===== src/rtl/unpack_pkg.sv =====
package unpack_pkg;

   typedef enum logic [0:0] {
      PH_FILL  = 1'b0,
      PH_DRAIN = 1'b1
   } unpack_phase_e;

endpackage


===== src/rtl/unpack_lo_store.sv =====
module unpack_lo_store #(
   parameter int LO_W  = 32,
   parameter int DEPTH = 8,
   localparam int AW   = $clog2(DEPTH)
) (
   input  logic            clk,
   input  logic            we,
   input  logic [AW-1:0]   waddr,
   input  logic [LO_W-1:0] wdata,
   input  logic [AW-1:0]   raddr,
   output logic [LO_W-1:0] rdata
);

   logic [LO_W-1:0] mem [DEPTH];

   for (genvar g = 0; g < DEPTH; g++) begin : g_entry
      always_ff @(posedge clk) begin
         if (we && (waddr == AW'(g))) mem[g] <= wdata;
      end
   end

   assign rdata = mem[raddr];

endmodule


===== src/rtl/unpack_nib_pick.sv =====
module unpack_nib_pick #(
   parameter int  HI_W      = 4,
   parameter int  WORDS     = 8,
   parameter bit  MSB_FIRST = 1'b1,
   localparam int SRC_W     = HI_W * WORDS,
   localparam int IW        = $clog2(WORDS)
) (
   input  logic [SRC_W-1:0] src,
   input  logic [IW-1:0]    idx,
   output logic [HI_W-1:0]  nib
);

   if (MSB_FIRST) begin : g_msb_first
      always_comb nib = src[(SRC_W - 1 - HI_W * int'(idx)) -: HI_W];
   end else begin : g_lsb_first
      always_comb nib = src[(HI_W * int'(idx)) +: HI_W];
   end

endmodule


===== src/rtl/unpack_seq.sv =====
module unpack_seq
   import unpack_pkg::*;
#(
   parameter int  WORDS = 8,
   localparam int IW    = $clog2(WORDS),
   localparam int CW    = $clog2(WORDS + 1)
) (
   input  logic          clk,
   input  logic          rst_n,
   input  logic          clr,
   input  logic          in_valid,
   output logic          in_ready,
   input  logic          out_ready,
   output logic          out_valid,
   output logic          out_last,
   output logic          lo_we,
   output logic [IW-1:0] lo_waddr,
   output logic          hi_we,
   output logic [IW-1:0] rd_idx
);

   localparam logic [CW-1:0] HI_SLOT = CW'(WORDS);
   localparam logic [IW-1:0] LAST    = IW'(WORDS - 1);

   unpack_phase_e phase;
   logic [CW-1:0] in_cnt;
   logic          in_fire, out_fire;

   assign in_ready  = (phase == PH_FILL);
   assign out_valid = (phase == PH_DRAIN);
   assign in_fire   = in_valid && in_ready;
   assign out_fire  = out_valid && out_ready;
   assign lo_we     = in_fire && (in_cnt != HI_SLOT);
   assign hi_we     = in_fire && (in_cnt == HI_SLOT);
   assign lo_waddr  = in_cnt[IW-1:0];
   assign out_last  = out_valid && (rd_idx == LAST);

   always_ff @(posedge clk or negedge rst_n) begin
      if (!rst_n) begin
         phase  <= PH_FILL;
         in_cnt <= '0;
         rd_idx <= '0;
      end else if (clr) begin
         phase  <= PH_FILL;
         in_cnt <= '0;
         rd_idx <= '0;
      end else begin
         if (hi_we) begin
            phase  <= PH_DRAIN;
            in_cnt <= '0;
            rd_idx <= '0;
         end else if (lo_we) begin
            in_cnt <= in_cnt + CW'(1);
         end
         if (out_fire) begin
            rd_idx <= rd_idx + IW'(1);
            if (rd_idx == LAST) phase <= PH_FILL;
         end
      end
   end

endmodule


===== src/rtl/slice_unpack36.sv =====
module slice_unpack36 #(
   parameter int  LO_W      = 32,
   parameter int  HI_W      = 4,
   parameter int  WORDS     = 8,
   parameter bit  MSB_FIRST = 1'b1,
   localparam int OUT_W     = LO_W + HI_W,
   localparam int IW        = $clog2(WORDS)
) (
   input  logic             clk,
   input  logic             rst_n,
   input  logic             clr,
   input  logic             in_valid,
   output logic             in_ready,
   input  logic [LO_W-1:0]  in_data,
   output logic             out_valid,
   input  logic             out_ready,
   output logic [OUT_W-1:0] out_data,
   output logic             out_last
);

   if (HI_W * WORDS != LO_W) begin : g_bad_pack
      $error("slice_unpack36: HI_W*WORDS must equal LO_W");
   end
   if ((WORDS < 2) || ((1 << IW) != WORDS)) begin : g_bad_words
      $error("slice_unpack36: WORDS must be a power of two of at least 2");
   end

   logic            lo_we, hi_we;
   logic [IW-1:0]   lo_waddr, rd_idx;
   logic [LO_W-1:0] lo_rd;
   logic [LO_W-1:0] hi_word;
   logic [HI_W-1:0] nib;

   unpack_seq #(.WORDS(WORDS)) u_seq (
      .clk       (clk),
      .rst_n     (rst_n),
      .clr       (clr),
      .in_valid  (in_valid),
      .in_ready  (in_ready),
      .out_ready (out_ready),
      .out_valid (out_valid),
      .out_last  (out_last),
      .lo_we     (lo_we),
      .lo_waddr  (lo_waddr),
      .hi_we     (hi_we),
      .rd_idx    (rd_idx)
   );

   unpack_lo_store #(.LO_W(LO_W), .DEPTH(WORDS)) u_store (
      .clk   (clk),
      .we    (lo_we),
      .waddr (lo_waddr),
      .wdata (in_data),
      .raddr (rd_idx),
      .rdata (lo_rd)
   );

   always_ff @(posedge clk) begin
      if (hi_we) hi_word <= in_data;
   end

   unpack_nib_pick #(.HI_W(HI_W), .WORDS(WORDS), .MSB_FIRST(MSB_FIRST)) u_pick (
      .src (hi_word),
      .idx (rd_idx),
      .nib (nib)
   );

   assign out_data = {nib, lo_rd};

endmodule


===== config.mk =====
export PLATFORM = sky130hd
export DESIGN_NAME = slice_unpack36
export DESIGN_NICKNAME = d
export VERILOG_FILES = /design/src/rtl/unpack_pkg.sv /design/src/rtl/unpack_lo_store.sv /design/src/rtl/unpack_nib_pick.sv /design/src/rtl/unpack_seq.sv /design/src/rtl/slice_unpack36.sv
export SDC_FILE = /design/constraint.sdc
export NUM_CORES = 1
export LEC_CHECK = 0
export BUFFER_PORTS_ARGS = -buffer_cell sky130_fd_sc_hd__buf_2
export CAP_MARGIN = 10
export CORE_MARGIN = 2
export CORE_UTILIZATION = 55
export CTS_BUF_LIST = sky130_fd_sc_hd__clkbuf_2
export DETAILED_ROUTE_END_ITERATION = 12
export PLACE_DENSITY = 0.73
export SLEW_MARGIN = 10
export SYNTH_ARGS = -nofsm -noshare
export SYNTH_HDL_FRONTEND = slang
export SYNTH_SLANG_ARGS = --single-unit

===== constraint.sdc =====
create_clock -name clk -period 6 [get_ports clk]
set_input_delay 0.6 -clock clk [delete_from_list [all_inputs] [get_ports clk]]
set_output_delay 0.6 -clock clk [all_outputs]
set_load 0.02 [all_outputs]

* Word-level counts from Yosys, hierarchy flattened
Memories as Yosys holds them, arrays and structs flattened. Index checks and enable logic that the tools add are counted.
Word-level totals: input port bits 37, output and inout port bits 39, memory bits (writable) 256, latch bits 0, flip-flop bits (word level) 40, logic and storage cells 90, bits in read-only memories 0, memories 1
Memories:
- u_store.mem | words 8, bits a word 32, read ports 1, clocked after Yosys merged registers in 0, write ports 1, RTL line unpack_lo_store.sv:14 | logic [LO_W-1:0] mem [DEPTH];
Cells by class: shifts and indexed selects 1, eq/ne operators 10, bitwise gates (word level) 1, reductions and logical operators 23, mux-type cells 47, order comparisons 0, $mul 0, $add $sub $neg 3, div/mod/pow operators 0
Operator list (number):
- $mux W32 | 7
- $reduce_or A32 Y1 | 7
- $shiftx A35 B32 Y4 | 1
- $mux W3 | 10
- $mux W1 | 27
- $eq A3 B3 Y1 const B | 5
- $logic_and A1 B1 Y1 | 13
- $mux W4 | 3
- $eq A3 B2 Y1 const B | 2
- $reduce_bool A3 Y1 | 2
- $sub A5 B5 Y6 const A | 1
- $add A4 B1 Y4 const B | 1
- $eq A4 B4 Y1 const B | 1
- $ne A4 B4 Y1 const B | 1
- $add A3 B1 Y3 const B | 1
- $eq A3 B1 Y1 const B | 1
- $logic_not A3 Y1 | 1
- $not A1 Y1 | 1

* Logic depth before layout (Yosys ltp)
Gate-level depths: netlist (run 1).
word-level depth 14, mapped depth 5, mapped depth without buffers 5

* Modules after synthesis
A second synthesis (run 1) with hierarchy kept.
Second synthesis, totals: cells, all modules 478, area, all modules 11544.8 sq um
Modules (own cells, without submodules):
- unpack_lo_store | seq. area each 7687.4 sq um, cells each 383, instances 1, area each 9825.7 sq um
- slice_unpack36 | seq. area each 960.9 sq um, cells each 32, instances 1, area each 960.9 sq um
- unpack_seq | seq. area each 200.2 sq um, cells each 49, instances 1, area each 488.0 sq um
- unpack_nib_pick | seq. area each 0.0 sq um, cells each 14, instances 1, area each 270.3 sq um

* Worst setup path after synthesis (run 1)
Ideal clock, no wire load.
kind reg2reg, start point reg u_seq.phase, in the netlist u_seq.out_valid, end point mem u_store.mem[0][0] (enable), library setup time 513 ps, data required time 5487 ps, data arrival time 4253 ps, slack 1234 ps, cell stages (with the launch flop) 4, clock period less this slack 4766 ps, path buffers 1, cells stage by stage dfrtp_1 -> nand2b_1 -> clkbuf_1 -> nor4b_1
Between the ends: word-level cells in the longest chain between the ends 14, elaborated cells on any way between the ends 48, those cells by class mux (30); bitwise (1); reduce/logical (17)
Ends and longest elaborated chain:
- from (decl) | RTL line unpack_seq.sv:25 | unpack_phase_e phase;
- from (signal assigned) | RTL line unpack_seq.sv:40 | phase <= PH_FILL;
- from (signal assigned) | RTL line unpack_seq.sv:44 | phase <= PH_FILL;
- from (signal assigned) | RTL line unpack_seq.sv:49 | phase <= PH_DRAIN;
- $not A1 Y1 * | RTL line unpack_seq.sv:29 | assign in_ready = (phase == PH_FILL);
- $logic_and A1 B1 Y1 * | RTL line unpack_seq.sv:31 | assign in_fire = in_valid && in_ready;
- $logic_and A1 B1 Y1 * | RTL line unpack_seq.sv:33 | assign lo_we = in_fire && (in_cnt != HI_SLOT);
- $logic_and A1 B1 Y1 | RTL line unpack_lo_store.sv:18 | if (we && (waddr == AW'(g))) mem[g] <= wdata;
- $mux W1 | RTL line unpack_lo_store.sv:18
- $mux W1 (implied by the code) | RTL line unpack_lo_store.sv:18
- $reduce_or A32 Y1 (no source line)
- $mux W3 (no source line) / $mux W1 (equally long branches) (7 in a row)
- to (decl) | RTL line unpack_lo_store.sv:14
Every way passes the cells marked *; elsewhere a longest branch is shown, timed or not.

* Final worst setup path (run 1)
start point reg u_seq.rd_idx[1], end point out out_data[3]
Between the ends: word-level cells in the longest chain between the ends 1
Ends and longest elaborated chain:
- from (decl) | RTL line unpack_seq.sv:19 | output logic [IW-1:0] rd_idx
- from (signal assigned) | RTL line unpack_seq.sv:56 | rd_idx <= rd_idx + IW'(1);
- $mem_v2 Z8 W32
- to (decl) | RTL line slice_unpack36.sv:17 | output logic [OUT_W-1:0] out_data,
No other way between the ends.

==> run_results.csv, run 1 <==
group,metric,value,unit
status,status,"finished clean",
critical_path,critical_path.cell_chain,"buf_4 -> mux4_1 -> mux2_2 -> buf_2",
clocking,clkTransAtPathRegs,0.13,ns
global_route,grt_antenna_before_repair,2,
route,wl_per_cell,22.9,um
timing,fin_crit,4.00,ns
synth,synth.avg_cell_area,24.1,sq um
synth,ys_async_sr_fraction,2.70,%
timing,worst_pin_slew,1.10,ns
critical_path,crit_start,"u_seq.rd_idx[1]",
power,peakVddDrop,101,uV
route,vias,5429,
route,via_per_inst,5.77,
die,die_x,149,um
route,wirelength,21600,um
synth,synth_top_area_cell,"edfxtp_1",
critical_path,worst_setup_path_end_kind,"primary output",
route,ant_nets,0,
synth,syn_inst,481,
die,rows,53,
timing,clock_skew,0.0506,ns
critical_path,critPathArrivalTime,3.40,ns
synth,synth_nets,526,
critical_path,slowest_delay,0.89,ns
clocking,cts_buffers,69,
global_route,grt_pass1_vias,5788,
synth,synth_edf_count,288,
route,drt_iter0_drc,403,
global_route,grt_use_total,20.3,%
synth,synth.yosys.seq_area_share,76.3,%
layout,stdcell_area,0.0129,sq mm
critical_path,crit_fanout,41,
timing,rsz0062_at_grt,"false",
synth,yosysUniqueCellTypes,28,
global_route,grt_max_degree,42,
layout,nets,662,
timing,drv_slew,0,
clocking,cts.sinks,296,
critical_path,critPathBufInv,2,
power,cellLeakagePower,4.39,nW
timing,setup_ws,2.00,ns
synth,synth_flop_cell,"edfxtp_1",
layout,postLayoutCoreUtil,61.8,%
worst_hold_path,min_from,"in_data[15]",
route,drc_errors,0,
placed_design,pre_cts_ws,2.74,ns
critical_path,startpoint_type,"flip-flop",
critical_path,slowest_stage,"dfrtp_4",
synth,synth_area_leaders,"edfxtp_1 (75%), mux4_1 (13%), mux2_2 (3.5%)",
synth,yosys_warnings,0,
synth,synthMostInstantiatedCell,"edfxtp_1",
die,initial_core_util,55.5,%
job,drv_cap,0,
synth,yosys-top-cells-count,"edfxtp_1 (288), mux4_1 (56), mux2_2 (36)",
timing,finalHoldViolCount,0,
placed_design,routabilityCongestion,0.727,
synth,yosys_register_bits,296,
clocking,cts_tree,"done",
clocking,insertion_delay,0.80,ns
synth,synth_top_area_share,74.6,%
worst_hold_path,min_path_type,"primary input to flip-flop",
timing,slew_headroom,26.2,%
layout,area_growth_syn_to_layout,11.3,%
timing,setup_tns,0,ns
layout,drive_gt1_share,38.0,%
die,dieArea,0.0223,sq mm
critical_path,crit_family,"multiplexers",
die,num_io_pins,76,
clocking,post_cts_resized,0,
global_route,grt_overflow,0,
placed_design,hpwlAfterDp,11500,um
global_route,grt_pass1_wl,32600,um
synth,synth_area,0.0116,sq mm
critical_path,r2r_start,"u_seq.in_cnt[0]",
power,p_per_area,286,mW/mm^2
clocking,cts_root_buf,"clkbuf_2",
die,die_h,149,um
placed_design,portBuffers,75,
timing,period_share,66.7,%
die,coreArea,0.0209,sq mm
critical_path,worst-setup-path-type,"flip-flop to primary output",
route,dr.pass1.iters,4,
critical_path,cp_data_required_time,5.40,ns
clocking,clk_path_buf_depth,3,
clocking,htreeDepth,3,
timing,finalSetupViolCount,0,
clocking,cts_setup_buffers,0,
timing,fmax,0.250,GHz
placed_design,dpl-instance-area,0.0123,sq mm
-- final timing paths --
| check | end | slack, ns | cells after the start |
|---|---|---|---|
| setup / recovery | out_data[3] | 2.00 | 4 |
| hold / removal | hi_word[15] | 0.08 | 1 |
| setup reg to reg | hi_word[25] | 3.55 | 4 |
| hold reg to reg | u_seq.in_cnt[0] | 0.63 | 2 |
| max in group asynchronous | u_seq.rd_idx[1] | 5.58 | 2 |
| min in group asynchronous | u_seq.in_cnt[0] | 0.19 | 2 |
-- worst register-to-register path, delay by kind of cell, from the launching register on --
family	cells	cell delay [ns]
AND/OR/NAND/NOR	2	1.20
flip-flops	1	0.45
adder cells (fa/ha/maj)	1	0.23
buffers and inverters	1	0.14
-- power breakdown --
group	total (mW)	leakage (nW)	switching [mW]	internal (mW)
clock network	1.22	0.469	0.732	0.483
logic	0.158	1.20	0.100	0.0583
registers	2.32	2.72	0.0108	2.31
-- per-layer routing --
metal / vias up / global-route usage, % / wire length [um]
met2: 205 / 33.1 / 11000
met1: 2795 / 26.9 / 8940
met3: 27 / 5.17 / 1340
met4: 0 / 7.29 / 336
met5: - / 0 / 0
li1: 2402 / - / -
-- per-stage QoR --
step,power (mW),std cells,hold slack [ns]
after global placement,2.52,817,0.450
final,3.70,941,0.0757
after floorplan,2.45,481,0.304
after global routing,3.86,940,0.0391
after CTS,3.74,939,0.000145
after detailed placement,2.53,817,0.458
-- kinds of logic (layout without fill, tap and decap cells) --
group / Yosys count / count (layout) / synth area share [%]
other: 0 / 2 / 0
AND/OR/NAND/NOR: 28 / 28 / 1.35
flip-flops: 296 / 296 / 76.3
multiplexers: 108 / 108 / 19.3
adder cells (fa/ha/maj): 8 / 8 / 0.863
AO/OA/AOI/OAI: 13 / 13 / 0.755
buffers and inverters: 28 / 211 / 1.45
-- flip-flops by register name, summed over array words and instances (netlist names) --
register	flops
u_seq.in_cnt	4
u_store.mem	256
hi_word	32
u_seq.rd_idx	3
u_seq.out_valid	1
-- area by class of cell --
type / count / area [sq um]
inverters: 4 / 15.0
fillers: 1478 / 7980
multi-input cells: 157 / 2610
diodes: 2 / 5.00
clock inverters: 19 / 100
repair buffers: 89 / 490
clock buffers: 99 / 495
well taps: 275 / 344
flip-flops and latches: 296 / 8850
-- what timing repair did --
action / CTS / global route
endpoints found under the setup margin: 0 / 0
hold buffers: 4 / 0
hold endpoints to repair: 17 / 0
-- placed cells by master, fill, tap and decap left out, types with 2 or more instances in the layout --
cell type      count
a21oi_1            6
and2_1             2
and3_1             5
buf_2             75
buf_4             10
clkbuf_2          99
clkinv_1          12
clkinv_2           2
dfrtp_1            5
dfrtp_2            2
diode_2            2
dlygate4sd3_1      4
edfxtp_1         288
ha_1               8
inv_1              4
inv_2              4
mux2_2            36
mux4_1            56
mux4_2            16
nand2_1            6
nand2b_1           2
nand3_1            3
nand3b_1           2
nor2_1             2
nor3b_2            2
o211ai_1           3
(Power assumes the default switching activity.)
==> run 2: changes to the inputs <==
- clock period: 6 -> 3.8 ns (I/O delays scaled with it)
==> run_results.csv, run 2 (synthesized netlist as in run 1, its figures left out) <==
group,metric,value,unit
status,status,"finished clean",
timing,rsz0062_at_grt,"false",
placed_design,hpwlAfterDp,12400,um
timing,slew_headroom,31.4,%
layout,mostFrequentLayoutCell,"edfxtp_1",
route,via_per_inst,5.68,
clocking,cts_buffers,71,
clocking,clkTransAtPathRegs,0.09,ns
placed_design,routabilityCongestion,0.743,
critical_path,worst-setup-path-type,"flip-flop to primary output",
layout,final_cell_mix,"edfxtp_1 (288), clkbuf_2 (103), buf_2 (75), mux4_1 (56), dlygate4sd3_1 (38)",
timing,period_share,90.9,%
clocking,cts_tree,"done",
timing,setup_tns,0,ns
layout,largest_registers,"u_store.mem x256, hi_word x32, u_seq.in_cnt x4",
layout,drive_gt1_share,37.0,%
layout,multi_input_area,0.00261,sq mm
power,p_per_area,436,mW/mm^2
layout,nets,706,
placed_design,pre_cts_ws,1.10,ns
timing,finalSetupViolCount,0,
die,dieArea,0.0223,sq mm
critical_path,cp_data_required_time,3.42,ns
route,wirelength,21900,um
power,cellLeakagePower,4.58,nW
timing,drv_slew,0,
global_route,grt_pass1_wl,32800,um
timing,fin_crit,3.46,ns
route,ant_nets,0,
die,die_h,149,um
die,initial_core_util,55.5,%
layout,n_antenna_cell,0,
route,dr.pass1.iters,5,
route,drc_errors,0,
clocking,cts_root_buf,"clkbuf_2",
clocking,insertion_delay,0.79,ns
critical_path,worst_setup_path_end_kind,"primary output",
critical_path,critical_path.cell_chain,"buf_4 -> mux4_1 -> mux2_2 -> buf_2",
global_route,grt_use_total,20.5,%
die,coreArea,0.0209,sq mm
layout,seqCellArea,0.00885,sq mm
die,die_x,149,um
route,drt_iter0_drc,346,
global_route,grt_pass1_vias,5749,
layout,nFillCells,1432,
clocking,post_cts_resized,0,
critical_path,slowest_delay,0.91,ns
clocking,htreeDepth,3,
layout,area_growth_syn_to_layout,15.0,%
global_route,grt_antenna_before_repair,0,
route,vias,5567,
placed_design,portBuffers,75,
clocking,clk_path_buf_depth,3,
layout,postLayoutCoreUtil,63.8,%
global_route,grt_overflow,0,
timing,clock_skew,0.0404,ns
power,finalPower,5.81,mW
critical_path,slowest_stage,"dfrtp_4",
route,wl_per_cell,22.4,um
timing,setup_ws,0.344,ns
clocking,cts.sinks,296,
die,rows,53,
power,peakVddDrop,253,uV
layout,largest_register_ffs,256,
critical_path,critPathArrivalTime,3.08,ns
job,drv_cap,0,
worst_hold_path,min_path_type,"primary input to flip-flop",
die,num_io_pins,76,
placed_design,dpl-instance-area,0.0124,sq mm
layout,largest_register,"u_store.mem",
global_route,grt_max_degree,40,
timing,fmax,0.289,GHz
layout,stdcell_area,0.0133,sq mm
timing,worst_pin_slew,1.03,ns
critical_path,crit_fanout,39,
timing,finalHoldViolCount,0,
critical_path,startpoint_type,"flip-flop",
run 2: cell types whose count changed in the layout (fill, tap and decap cells not counted), sizes merged:
| cell | change |
|---|---|
| dlygate4sd3 | +34 |
| buf | +8 |
| bufinv | -1 |
| clkinv | -4 |
| clkbuf | +4 |
| diode | -2 |
run 2: report_power, final:
group          switching (mW)  internal [mW]
registers              0.0167           3.65
clock network            1.14          0.713
logic                   0.168          0.120
total                    1.33           4.48
run 2: final cells by class:
type,instances,area share (%)
Inverter,4,0.113
Timing Repair Buffer,131,7.06
Tap cell,275,2.58
Sequential cell,296,66.4
Clock buffer,103,3.87
Clock inverter,14,0.394
Multi-Input combinational cell,157,19.6
run 2: timing repair:
| action | in CTS | in global routing |
|---|---|---|
| hold buffers | 38 | 0 |
| setup buffers | 0 | 0 |
| endpoints found under the hold margin | 304 | 0 |
run 2: path summary, 6_finish.rpt:
kind                       cells past startpoint  slack (ns)             from                  to
hold / removal                                 3        0.40              clr     u_seq.in_cnt[1]
setup / recovery                               4        0.34  u_seq.rd_idx[1]         out_data[8]
hold reg to reg                                2        0.62  u_seq.in_cnt[1]     u_seq.in_cnt[1]
min in group asynchronous                      3        0.54            rst_n     u_seq.in_cnt[0]
setup reg to reg                               5        1.38  u_seq.in_cnt[0]  u_store.mem[3][22]
max in group asynchronous                      3        2.93            rst_n     u_seq.rd_idx[2]
run 2: routing by layer:
metal | wire, um | global-route usage, % | vias up
met1 | 9360 | 28.3 | 2829
met2 | 10700 | 32.1 | 223
met4 | 361 | 7.95 | 0
met5 | 0 | 0 | -
li1 | - | - | 2483
met3 | 1510 | 4.89 | 32
run 2: worst max-delay path, delay by kind of cell (launching register included):
family,cells,cell delay [ns]
flops,1,0.91
mux,2,0.85
buf+inv,2,0.52
run 2: per-stage QoR:
stage,instances,hold WS (ns)
2_1_floorplan,481,0.0844
3_3_place_gp,825,0.230
3_5_place_dp,825,0.235
4_1_cts,980,0.313
5_1_grt,980,0.327
6_report,980,0.405
